===== config.mk =====
export PLATFORM = sky130hd
export DESIGN_NAME = rx_wmark_fifo
export DESIGN_NICKNAME = d
export VERILOG_FILES = /design/src/rtl/rwf_pkg.sv /design/src/rtl/rwf_ptr.sv /design/src/rtl/rwf_store.sv /design/src/rtl/rwf_flow.sv /design/src/rtl/rx_wmark_fifo.sv
export SDC_FILE = /design/constraint.sdc
export NUM_CORES = 2
export LEC_CHECK = 0
export BUFFER_PORTS_ARGS = -buffer_cell sky130_fd_sc_hd__buf_4
export CORE_ASPECT_RATIO = 0.7
export CORE_MARGIN = 3
export CORE_UTILIZATION = 57
export DETAILED_ROUTE_END_ITERATION = 6
export GPL_TIMING_DRIVEN = 0
export MAX_ROUTING_LAYER = met4
export PLACE_DENSITY = 0.78
export SYNTH_ARGS = -nofsm -noshare
export SYNTH_HDL_FRONTEND = slang
export SYNTH_SLANG_ARGS = --single-unit
export TNS_END_PERCENT = 100

===== constraint.sdc =====
create_clock -name clk -period 5.7 [get_ports clk]
set_input_delay 0.57 -clock clk [delete_from_list [all_inputs] [get_ports clk]]
set_output_delay 0.57 -clock clk [all_outputs]
set_load 0.02 [all_outputs]

===== src/rtl/rwf_pkg.sv =====
package rwf_pkg;

   // Line state toward the far-end transmitter.
   typedef enum logic {
      LINK_STOP = 1'b0,
      LINK_GO   = 1'b1
   } link_e;

   // Entries addressed by a pointer of the given width.
   function automatic int entries_for(input int ptr_w);
      return 1 << ptr_w;
   endfunction

endpackage


===== src/rtl/rwf_ptr.sv =====
module rwf_ptr #(
   parameter int AW = 8
) (
   input  logic          clk,
   input  logic          rst_n,
   input  logic          adv,
   output logic [AW-1:0] ptr
);

   logic [AW-1:0] ptr_q;

   // Free-running; wraps by natural overflow.
   always_ff @(posedge clk or negedge rst_n) begin
      if (!rst_n) begin
         ptr_q <= '0;
      end else if (adv) begin
         ptr_q <= ptr_q + 1'b1;
      end
   end

   assign ptr = ptr_q;

endmodule


===== src/rtl/rwf_store.sv =====
module rwf_store #(
   parameter int DW          = 8,
   parameter int AW          = 8,
   parameter bit STORE_FLOPS = 1'b0
) (
   input  logic          clk,
   input  logic          we,
   input  logic [AW-1:0] waddr,
   input  logic [DW-1:0] wdata,
   input  logic [AW-1:0] raddr,
   output logic [DW-1:0] rdata
);

   localparam int DEPTH = rwf_pkg::entries_for(AW);

   generate
      if (STORE_FLOPS == 1'b0) begin : g_array
         // Plain array, asynchronous read port.
         logic [DW-1:0] mem [DEPTH];

         always_ff @(posedge clk) begin
            if (we) begin
               mem[waddr] <= wdata;
            end
         end

         assign rdata = mem[raddr];
      end else begin : g_regs
         // One register per entry with its own decoded enable.
         logic [DEPTH-1:0][DW-1:0] cells;

         for (genvar i = 0; i < DEPTH; i++) begin : g_cell
            logic [DW-1:0] q;

            always_ff @(posedge clk) begin
               if (we && (waddr == AW'(i))) begin
                  q <= wdata;
               end
            end

            assign cells[i] = q;
         end

         assign rdata = cells[raddr];
      end
   endgenerate

endmodule


===== src/rtl/rwf_flow.sv =====
module rwf_flow
   import rwf_pkg::*;
#(
   parameter int AW       = 8,
   parameter int STOP_LVL = 240,
   parameter int GO_LVL   = 224
) (
   input  logic          clk,
   input  logic          rst_n,
   input  logic          wr_acc,
   input  logic          rd_acc,
   input  logic [AW-1:0] occ_nxt,
   output logic          cts
);

   localparam logic [AW-1:0] STOP_C = AW'(STOP_LVL);
   localparam logic [AW-1:0] GO_C   = AW'(GO_LVL);

   link_e st_q;
   link_e st_d;

   // Decisions use the count as it will be after this edge.
   always_comb begin
      st_d = st_q;
      if (wr_acc && (occ_nxt >= STOP_C)) begin
         st_d = LINK_STOP;
      end else if (rd_acc && (occ_nxt < GO_C)) begin
         st_d = LINK_GO;
      end
   end

   always_ff @(posedge clk or negedge rst_n) begin
      if (!rst_n) begin
         st_q <= LINK_GO;
      end else begin
         st_q <= st_d;
      end
   end

   assign cts = (st_q == LINK_GO);

endmodule


===== src/rtl/rx_wmark_fifo.sv =====
module rx_wmark_fifo
   import rwf_pkg::*;
#(
   parameter int DW          = 8,
   parameter int AW          = 8,
   parameter int STOP_LVL    = 240,
   parameter int GO_LVL      = 224,
   parameter bit STORE_FLOPS = 1'b0
) (
   input  logic          clk,
   input  logic          rst_n,
   input  logic          wr_vld,
   input  logic [DW-1:0] wr_data,
   input  logic          rd_req,
   output logic [DW-1:0] rd_data,
   output logic          rd_avail,
   output logic [AW-1:0] occ,
   output logic          cts,
   output logic          ovf,
   input  logic          ovf_clr
);

   localparam int            DEPTH  = entries_for(AW);
   localparam logic [AW-1:0] FULL_C = AW'(DEPTH - 1);

   // Elaboration-time parameter checks.
   generate
      if (DW < 1) begin : g_bad_dw
         $error("rx_wmark_fifo: DW must be at least 1");
      end
      if (AW < 2 || AW > 12) begin : g_bad_aw
         $error("rx_wmark_fifo: AW must lie in 2..12");
      end
      if (GO_LVL < 1 || GO_LVL >= STOP_LVL) begin : g_bad_go
         $error("rx_wmark_fifo: GO_LVL must be positive and below STOP_LVL");
      end
      if (STOP_LVL > DEPTH - 1) begin : g_bad_stop
         $error("rx_wmark_fifo: STOP_LVL must not exceed DEPTH-1");
      end
   endgenerate

   logic [AW-1:0] wr_ptr;
   logic [AW-1:0] rd_ptr;
   logic [AW-1:0] occ_now;
   logic [AW-1:0] occ_nxt;
   logic          wr_acc;
   logic          rd_acc;
   logic          ovf_q;

   assign occ_now = wr_ptr - rd_ptr;
   assign wr_acc  = wr_vld && (occ_now != FULL_C);
   assign rd_acc  = rd_req && (occ_now != '0);

   always_comb begin
      unique case ({wr_acc, rd_acc})
         2'b10:   occ_nxt = occ_now + 1'b1;
         2'b01:   occ_nxt = occ_now - 1'b1;
         default: occ_nxt = occ_now;
      endcase
   end

   rwf_ptr #(.AW(AW)) u_wr_ptr (
      .clk   (clk),
      .rst_n (rst_n),
      .adv   (wr_acc),
      .ptr   (wr_ptr)
   );

   rwf_ptr #(.AW(AW)) u_rd_ptr (
      .clk   (clk),
      .rst_n (rst_n),
      .adv   (rd_acc),
      .ptr   (rd_ptr)
   );

   rwf_store #(
      .DW          (DW),
      .AW          (AW),
      .STORE_FLOPS (STORE_FLOPS)
   ) u_store (
      .clk   (clk),
      .we    (wr_acc),
      .waddr (wr_ptr),
      .wdata (wr_data),
      .raddr (rd_ptr),
      .rdata (rd_data)
   );

   rwf_flow #(
      .AW       (AW),
      .STOP_LVL (STOP_LVL),
      .GO_LVL   (GO_LVL)
   ) u_flow (
      .clk     (clk),
      .rst_n   (rst_n),
      .wr_acc  (wr_acc),
      .rd_acc  (rd_acc),
      .occ_nxt (occ_nxt),
      .cts     (cts)
   );

   // Sticky drop flag; a new drop outranks the clear.
   always_ff @(posedge clk or negedge rst_n) begin
      if (!rst_n) begin
         ovf_q <= 1'b0;
      end else if (wr_vld && !wr_acc) begin
         ovf_q <= 1'b1;
      end else if (ovf_clr) begin
         ovf_q <= 1'b0;
      end
   end

   assign ovf      = ovf_q;
   assign occ      = occ_now;
   assign rd_avail = (occ_now != '0);

endmodule


==> metrics.txt <==
Slew @ Worst Pin 1640 ps; post-route ant nets 0; Distinct cells, synth 68; sequential cell area 62000 µm²; Worst R2R End u_flow.cts; crit path kind register to output pin; gp weighted congestion 1.05; top-area cell type share of the netlist area 75.6%; CTS sink count 2066; all-layer global routing usage 38.9%; failing checks capacitance limit, slew limit, setup timing; Switch Pwr 19.1 mW; setup violators final 9; Clk pwr share 24.6%; Post-DP HPWL 174 mm; P&R area growth vs syn 12.4%; cell area after layout 91400 µm²; area of the multi-input gates 18600 µm²; CTS buffer count 177; RSZ-0062 raised after global routing yes; Worst Path Required 5130 ps; critical path arrival 5410 ps; Core Region 141000 µm²; syn_nets 3916; clock transition at the registers of the reported paths 70 ps; Fill cells 8929; syn avg cell area 20.9 µm²; crit path buf inv count 5; top-count cell post-synth edfxtp_1; FF+latch count, synth 2066; DRC viols 0; status finished, violations left; Power Total 48.9 mW; FF-to-FF path depth 24; Die ar. 147000 µm²; Worst path slowest cell a31oi_1; H-tree levels 4; Pwr Density 534 nW/µm²; crit-path leading delay family buffers and inverters; top cells by area, synth edfxtp_1, mux4_2, mux2i_1; Critical Path Stages 12; Cells after Synth 3884; Warnings, synthesis 0; CTS tree yes; I/O pins 32; CTS Buffer Depth 3; largest net degree at the start of global routing 166; first-pass GRT wire length 369 mm; crit path launch type register; Lkg Pwr 28.7 nW; initial antenna violation count 17; Slew Viols, Final 31; IO buf count 31; clk_skew 28.0 ps; Post-synth ARST share 0.871%; final WL 278 mm; Initial Util 57.7%; Yosys top cell by area edfxtp_1; via count 47.2k; Slew Limit Headroom -9.26%; Total Nets Final 4188; DRT Pass-1 Iters 7; via count of the first global-routing pass 43.6k; fmax 167 MHz; Setup WS pre-CTS -2350 ps; switching share of power 39.0%; Comb pwr share 40.6%; crit path from u_rd_ptr.ptr[1]; commonest cells in the netlist edfxtp_1, mux4_2, nor2_1; final hold slack 61.6 ps; Vias per Instance 7.62; DP Area 84300 µm²; grt total ovfl 0; crit path cell chain buf_6 > buf_4 > nand2_1 > clkbuf_2 > clkdlybuf4s15_2 > o221ai_1 > o22ai_1 > or3_1 > a31oi_1 > o22ai_1 > o21ai_1 > buf_4; routed len/inst 44.9 µm; critical path endpoint category output pin; Hold Path Class input pin to register; share of cells above drive strength 1 27.2%; row count 115; r2r setup slk -10 ps; maximum VDD drop 0.000452 V; Placed Instances 5797; Non-Filler Instances 6192; Hold Vio Cnt, Final 0; Min-Delay Startpoint wr_vld; mapped cell area 81300 µm²; Die Width 457 µm; Internal 29.8 mW; CP max FO 11; final worst slack -276 ps; reg2reg start u_rd_ptr.ptr[1]; CTS root buf clkbuf_16; Critical Path End rd_data[7]; register area share after synthesis 76.2%; max-capacitance violation count 3; Die Span Y 322 µm; Final Cycle Share 105%; Tmin final 5980 ps; clk_lat worst skew 850 ps; Synth Flop Type edfxtp_1; initial drt markers 10.7k; peak per-stage delay on the critical path 610 ps; share of power burned in registers 34.8%; number of synthesized flops with an enable pin 2048
layout make-up:
class | instances | area share, %
antenna | 22 | 0.0602
buffer | 231 | 1.97
clock buffer | 223 | 5.19
clock inverter | 98 | 0.873
inverter | 16 | 0.0876
multi-input combinational | 1567 | 20.4
sequential | 2066 | 67.8
tap | 1872 | 2.56
timing repair buffer | 97 | 1.09
repair_timing:
action | CTS | global route
hold buffers | 2 | 0
cloned | 0 | 0
setup endpoints to repair | 2079 | 1392
gates resized for setup | 252 | 111
pin swaps | 6 | 11
buffers inserted | 14 | 38
hold endpoints to repair | 19 | 0
cell families (layout without fill, tap and decap cells):
logic type,after synthesis,in the layout,share of synthesized area [%]
adder cells (fa/ha/maj),19,19,0.302
XOR/XNOR,21,21,0.243
buffers and inverters,251,665,1.72
AO/OA/AOI/OAI,343,343,2.95
AND/OR/NAND/NOR,453,453,2.42
multiplexers,731,731,16.2
flip-flops,2066,2066,76.2
other,0,22,0
worst min-delay path, delay by kind of cell:
kind / cells / cell delay [ps]
compound gates: 1 / 90
buf+inv: 2 / 190
cells in the final DEF, fill, tap and decap left out, types with 14 or more instances in the layout:
cell type and count:
o21ai_0 20, o22ai_1 58, buf_6 38, o221ai_1 109
clkbuf_2 23, nor2_1 170, clkbuf_16 183, clkinv_1 48
ha_1 16, clkinv_2 26, nand3_1 17, nand2_1 55
buf_2 37, nor3_1 20, mux4_2 465, clkbuf_1 92
buf_8 20, a21oi_1 88, edfxtp_1 2048, mux2i_1 251
diode_2 22, nor2_2 110, clkbuf_4 15, dfrtp_1 14
or3_1 14, buf_4 111, buf_16 15
stage by stage:
stage | utilization, % | setup TNS, ps
finish | 64.8 | -1480
global route | 64.8 | -207
CTS | 64.3 | -1460
detailed placement | 59.8 | -2963910
global placement | 59.5 | -2842080
floorplan | - | 0
power groups by stage:
stage	logic (mW)	registers [mW]	clock network (mW)
CTS	17.8	17.0	11.9
finish	19.9	17.0	12.0
global route	19.4	17.0	12.4
floorplan	9.17	17.3	0
global placement	17.1	17.3	0
detailed placement	17.3	17.3	0
worst min path at each step:
| stage | to | slack [ps] | cells after the start |
|---|---|---|---|
| detailed placement | ovf | 480 | 1 |
| finish | ovf | 60 | 3 |
| CTS | ovf | 20 | 3 |
| global placement | ovf | 470 | 1 |
| global route | ovf | 70 | 3 |
| floorplan | ovf | 270 | 0 |
metal layers:
metal / track usage [%] / wire, µm
met1: 49.8 / 91200
met2: 49.3 / 111000
met3: 22.3 / 58300
met4: 19.4 / 17100
met5: - / 0
sequential cells by signal, summed over array words and instances, names as in the netlist:
name                 flops
u_wr_ptr.ptr             8
u_store.g_array.mem   2048
u_rd_ptr.ptr             8
u_flow.cts               1
ovf                      1
No activity file was read; power rests on OpenSTA's default activity.
